--- config.mk ---
export PLATFORM = sky130hd
export DESIGN_NAME = mask_range_gen
export DESIGN_NICKNAME = d
export VERILOG_FILES = /design/src/rtl/mask_range_gen.sv
export SDC_FILE = /design/constraint.sdc
export NUM_CORES = 1
export LEC_CHECK = 0
export ABC_AREA = 0
export BUFFER_PORTS_ARGS = -buffer_cell sky130_fd_sc_hd__buf_2
export CELL_PAD_IN_SITES_DETAIL_PLACEMENT = 1
export CELL_PAD_IN_SITES_GLOBAL_PLACEMENT = 2
export CORE_MARGIN = 8
export CORE_UTILIZATION = 28
export DETAILED_ROUTE_END_ITERATION = 7
export PLACE_DENSITY = 0.86
export SLEW_MARGIN = 20
export SYNTH_ARGS = -nofsm -noshare
export SYNTH_HDL_FRONTEND = slang
export SYNTH_SLANG_ARGS = --single-unit
export TNS_END_PERCENT = 50
--- constraint.sdc ---
create_clock -name clk -period 2.1 [get_ports clk]
set_clock_uncertainty 0.05 [all_clocks]
set_input_delay 0.21 -clock clk [delete_from_list [all_inputs] [get_ports clk]]
set_output_delay 0.21 -clock clk [all_outputs]
set_load 0.02 [all_outputs]
--- src/rtl/mask_range_gen.sv ---
module mask_range_gen #(
  parameter int W          = 64,
  parameter bit REGISTERED = 1'b1,
  localparam int IW        = $clog2(W)
) (
  input  logic          clk,
  input  logic          rst_n,
  input  logic          in_valid,
  input  logic [IW-1:0] start_idx,
  input  logic [IW-1:0] stop_idx,
  output logic [W-1:0]  mask_o,
  output logic          out_valid
);

  localparam logic [IW-1:0] LAST = IW'(W - 1);

  logic [W-1:0] ones;
  logic [W-1:0] from_start;
  logic [W-1:0] upto_stop;
  logic         wraps;
  logic [W-1:0] mask_c;

  assign ones       = '1;
  assign from_start = ones >> start_idx;
  assign upto_stop  = ones << (LAST - stop_idx);
  assign wraps      = start_idx > stop_idx;
  assign mask_c     = wraps ? (from_start | upto_stop) : (from_start & upto_stop);

  function automatic int run_len(input int s, input int e);
    return (s > e) ? (W - s + e + 1) : (e - s + 1);
  endfunction

  generate
    if (REGISTERED) begin : g_reg
      logic [W-1:0] mask_q;
      logic         vld_q;

      always_ff @(posedge clk) begin
        if (!rst_n) begin
          mask_q <= '0;
          vld_q  <= 1'b0;
        end else begin
          vld_q <= in_valid;
          if (in_valid) mask_q <= mask_c;
        end
      end

      assign mask_o    = mask_q;
      assign out_valid = vld_q;

      a_r7_valid_follows_input: assert property (@(posedge clk) disable iff (!rst_n)
        out_valid |-> $past(in_valid));
      a_r7_count_matches_range: assert property (@(posedge clk) disable iff (!rst_n)
        out_valid |-> $countones(mask_o) == run_len(int'($past(start_idx)), int'($past(stop_idx))));
      a_r8_hold_without_valid: assert property (@(posedge clk) disable iff (!rst_n)
        !in_valid |=> $stable(mask_o) && !out_valid);
      a_r4_single_bit: assert property (@(posedge clk) disable iff (!rst_n)
        (in_valid && start_idx == stop_idx) |=> $onehot(mask_o));
      a_r5_all_ones: assert property (@(posedge clk) disable iff (!rst_n)
        (in_valid && start_idx == stop_idx + 1'b1) |=> &mask_o);
    end else begin : g_comb
      assign mask_o    = mask_c;
      assign out_valid = in_valid;

      a_r9_count_matches_range: assert property (@(posedge clk) disable iff (!rst_n)
        in_valid |-> $countones(mask_o) == run_len(int'(start_idx), int'(stop_idx)));
      a_r4_single_bit_comb: assert property (@(posedge clk) disable iff (!rst_n)
        (in_valid && start_idx == stop_idx) |-> $onehot(mask_o));
    end
  endgenerate

endmodule

==> qor.yml, run 1 <==
path_delay_family: "compound AO/OA/AOI/OAI gates"
path_cells: "buf_2 > inv_1 > ha_1 > and4_1 > o21a_2 > o21a_1 > o311ai_0 > a31oi_1"
numCtsBuffers: 9
cp.required_ns: 2.26
clock-sinks: 65
post_cts_resized: 0
worst_slew_pin_slew_ns: 0.575
num_vias: 4258
wl_per_cell_um: 20.9
worst_path_max_delay_cell: "o311ai_0"
yosys-top-cells-count: "o21ai_0 (86), dfxtp_1 (65), nand2_1 (63), a21oi_1 (60), nor2_1 (45)"
synth_top_flop_cell: "dfxtp_1"
power_mw: 3.75
rsz0062_at_grt: "no"
clock_latency_ns: 0.34
max_freq_mhz: 562
antennaDiodeCount: 0
cap_viol_max_count: 0
dieWidth_um: 134
setup_violations: 0
viasPerCell: 5.42
cp_num_buf_inv: 2
h-tree-depth: 3
initial_utilization_pct: 28.5
die-height_um: 134
worst_ir_drop_vdd_uv: 387
final_nets: 622
syn_inst: 522
syn-cell-area_um2: 3930
min_path_type: "input port to register"
leakagePower_nw: 2.04
grt_pass1_vias: 4468
clock_tree.root_cell: "clkbuf_16"
rows: 43
die_area_um2: 18100
gp_congestion: 0.886
dpl_worst_slack_ns: -0.0333
slew_headroom_pct: 61.5
cts_tree: "built"
portBuffers: 79
avgSynthCellArea_um2: 7.53
first_iter_violations: 236
synth_seq_area_share_pct: 33.1
dr.pass1.iters: 4
cp-startpoint: "stop_idx[3]"
synth_area_leaders: "dfxtp_1 (33%), o21ai_0 (11%), maj3_1 (10%), a21oi_1 (7.6%), nand2_1 (6.0%)"
power.density_nw_per_um2: 771
cp_max_fo: 9
status: "completed"
track_usage_pct: 18.3
synth_top_cell_by_area: "dfxtp_1"
maxSlewViolCount: 0
fill_cells: 1747
drc: 0
totalWireLength_mm: 16.4
clockBufferDepth: 2
fin_crit_sh_pct: 84.8
drtAntennaViolNets: 0
grt_pass1_wl_mm: 25.5
ctsHoldBuffers: 0
setup_slack_ns: 0.320
synth_edf_count: 0
clk_pin_slew_ns: 0.05
reg2reg_from: "mask_o[55]$_SDFFE_PN0P_"
yosysUniqueCellTypes: 53
hold_violations: 0
core_region_area_um2: 13800
endpoint_kind: "register"
grt_overflow: 0
r2r_slack_ns: 1.34
fin_crit_ns: 1.78
min_from: "in_valid"
worstPathArrival_ns: 1.94
syn_nets: 543
yosysMostFrequentCell: "o21ai_0"
synth-async-reset-ratio_pct: 0
tns_ns: 0
io_pins: 80
syn_to_final_growth_pct: 24.0
drive_above_1_share_pct: 23.9
synth_warnings: 0
slowest_delay_ns: 0.46
hpwlAfterDp_mm: 12.3
yosysTopAreaCellShare_pct: 33.1
critical_path_class: "input port to register"
grt_max_degree: 93
postCtsSetupBuffers: 0
ys_seq_elements: 65
antenna_found_initial: 0
worstSetupStartpointType: "input port"
[kinds of logic after synthesis]
group                    Yosys count  synth area share [%]
adder cells (fa/ha/maj)           49                  12.9
AO/OA/AOI/OAI                    207                  30.8
flip-flops                        65                  33.1
buffers and inverters             62                  7.96
AND/OR/NAND/NOR                  139                  15.2
[placed cells by master, fill, tap and decap left out, drive strengths merged, types with 2 or more instances in the layout]
cell type  synthesis  layout
maj3              43      43
o211ai             2       2
or3                4       4
o221a              2       2
o21a               5       5
clkbuf            29      13
o21ai             89      89
nor2              47      47
nor2b              3       3
clkinv             1       3
o22ai              2       2
o221ai             2       2
ha                 6       6
buf               21     118
a21boi             6       6
nand3              8       8
nor3               4       4
a21o               4       4
nand2             63      63
a221o              2       2
dfxtp             65      65
o31ai              6       6
a21oi             61      61
o21bai             4       4
inv               11      11
and2               3       3
or2                3       3
a31oi             11      11
[sequential cells by signal, indices dropped and copies added, names as in the netlist]
name / count
mask_o: 64
out_valid: 1
[stage by stage]
step | instances | utilization [%] | hold WS, ns | area [um2]
global placement | 770 | 33.5 | 0.388 | 4610
global route | 786 | 35.4 | 0.201 | 4870
CTS | 786 | 35.4 | 0.164 | 4870
floorplan | 522 | - | 0.417 | 3930
finish | 786 | 35.4 | 0.174 | 4870
detailed placement | 770 | 33.5 | 0.394 | 4610
[area by class of cell]
| class | instances | area (um2) | share of cell area [%] |
|---|---|---|---|
| Multi-Input combinational cell | 395 | 2320 | 47.6 |
| Sequential cell | 65 | 1300 | 26.7 |
| Inverter | 12 | 45.0 | 0.924 |
| Timing Repair Buffer | 118 | 726 | 14.9 |
| Clock buffer | 13 | 240 | 4.93 |
| Tap cell | 180 | 225 | 4.62 |
| Clock inverter | 3 | 17.5 | 0.360 |
[power breakdown]
part	leakage, nW	total, mW	internal, mW	switching [mW]
logic	1.37	1.02	0.367	0.653
registers	0.539	1.40	1.34	0.0535
clock network	0.124	1.34	0.795	0.543
total	2.04	3.75	2.51	1.25
[routing by layer]
| metal | GRT usage, % | share of wire [%] |
|---|---|---|
| met5 | 0 | 0 |
| met4 | 9.86 | 3.7 |
| met1 | 20.5 | 42 |
| met2 | 31.3 | 50 |
| met3 | 4.38 | 5.0 |
[path summary, 6_finish.rpt]
path | end | cells past startpoint
max | mask_o[12]$_SDFFE_PN0P_ | 8
min | mask_o[12]$_SDFFE_PN0P_ | 2
max reg2reg | mask_o[55]$_SDFFE_PN0P_ | 1
min reg2reg | mask_o[8]$_SDFFE_PN0P_ | 2
No activity file was read; power rests on OpenSTA's default activity.
==> run 2, diff against run 1 <==
==> constraint.sdc (replaced) <==
create_clock -name clk -period 1.6 [get_ports clk]
set_clock_uncertainty 0.05 [all_clocks]
set_input_delay 0.16 -clock clk [delete_from_list [all_inputs] [get_ports clk]]
set_output_delay 0.16 -clock clk [all_outputs]
set_load 0.02 [all_outputs]
==> qor.yml, run 2 (synthesis results as in run 1) <==
final_cell_mix: "buf_4 (86), o21ai_0 (78), buf_2 (77)"
die-height_um: 134
rows: 43
rsz0062_at_grt: "yes"
status: "completed"
endpoint_kind: "register"
antennaDiodeCount: 0
place_area_um2: 5130
multiInputGateArea_um2: 2520
place_inst: 818
largest_register_ffs: 64
wl_met3_um: 859
critical_path_class: "input port to register"
leakagePower_nw: 2.33
initial_utilization_pct: 28.5
final_nets: 672
slew_headroom_pct: 56.5
maxSlewViolCount: 0
wl_met2_mm: 8.24
mostFrequentLayoutCell: "buf_4"
max_freq_mhz: 628
worst_ir_drop_vdd_uv: 539
dr.pass1.iters: 4
fin_crit_sh_pct: 99.5
p_comb_share_pct: 28.6
core_region_area_um2: 13800
grt_max_degree: 97
cp_max_fo: 3
num_vias: 4486
hpwlAfterDp_mm: 12.5
drive_above_1_share_pct: 38.3
antenna_found_initial: 0
cp-startpoint: "start_idx[1]"
grt_overflow: 0
clk_pin_slew_ns: 0.06
wl_per_cell_um: 20.0
power_switching_mw: 1.77
dpl_worst_slack_ns: -0.414
drtAntennaViolNets: 0
cap_viol_max_count: 0
cp.required_ns: 1.79
worstSetupStartpointType: "input port"
hold_violations: 0
utilization_pct: 40.1
fin_hold_ws_ns: 0.183
h-tree-depth: 3
portBuffers: 79
tns_ns: 0
viasPerCell: 5.37
setup_violations: 0
syn_to_final_growth_pct: 40.7
p_int_mw: 3.62
p_sw_share_pct: 32.8
worstPathArrival_ns: 1.78
worstRegToRegCells: 2
die_area_um2: 18100
fin_crit_ns: 1.59
power_mw: 5.39
clock_latency_ns: 0.34
clock_tree.root_cell: "clkbuf_16"
regArea_um2: 1300
seq_power_share_pct: 34.0
clock-sinks: 65
finalNonFillerCells: 836
min_from: "rst_n"
grt_pass1_wl_mm: 26.4
p_clk_share_pct: 37.4
numCtsBuffers: 9
power.density_nw_per_um2: 974
drc: 0
gp_congestion: 0.998
dieWidth_um: 134
clockBufferDepth: 2
reg2reg_from: "mask_o[3]$_SDFFE_PN0P_"
grt_pass1_vias: 4836
setup_slack_ns: 0.00746
wl_met1_mm: 7.18
track_usage_pct: 18.7
totalWireLength_mm: 16.7
min_path_cells: 4
fin_area_um2: 5530
min_path_type: "input port to register"
routed.top_layer: "met4"
fill_cells: 1719
io_pins: 80
worst_slew_pin_slew_ns: 0.650
first_iter_violations: 233
cts_tree: "built"
[run 2: cell count changes in the layout (fill, tap and decap cells not counted), sizes merged]
cell and delta:
bufinv +1, buf +50, clkinvlp +1, clkinv +1
clkbuf -3
[run 2: power by group through the flow]
stage	clock network (mW)	logic, mW	registers (mW)
floorplan	0	0.769	2.03
global placement	0	1.46	1.86
detailed placement	0	1.49	1.87
CTS	2.08	1.50	1.84
global route	2.15	1.66	1.85
finish	2.01	1.54	1.83
[run 2: cell type report]
cell class,instances,share of cell area [%]
multi-input cells,395,45.7
clock buffers,10,4.32
repair buffers,168,20.0
well taps,180,4.08
flip-flops and latches,65,23.5
inverters,12,1.18
clock inverters,6,1.22
[run 2: per-layer routing]
metal  track usage [%]  up-vias
met5                 0        -
met4              8.48        0
met3              4.49       26
met2              31.0      117
met1              22.4     2230
li1                  -     2113
[run 2: final timing paths]
check | endpoint | slack, ns
setup / recovery | mask_o[39]$_SDFFE_PN0P_ | 0.007
hold / removal | mask_o[9]$_SDFFE_PN0P_ | 0.18
setup reg to reg | mask_o[3]$_SDFFE_PN0P_ | 0.81
hold reg to reg | mask_o[5]$_SDFFE_PN0P_ | 0.40
[run 2: critical path: stages]
cell and delay (ns):
buf_2 0.14, ha_4 0.24, nor2b_1 0.12, o21a_2 0.23, o21a_1 0.23, buf_4 0.15, maj3_2 0.31, a22o_1 0.18
[run 2: repair_timing]
item | 4_1_cts | 5_1_grt
hold endpoints to repair | 0 | 0
hold buffers | 0 | 0
buffers inserted | 0 | 2
gates resized for setup | 4 | 19
pin swaps | 0 | 3
setup endpoints to repair | 10 | 38
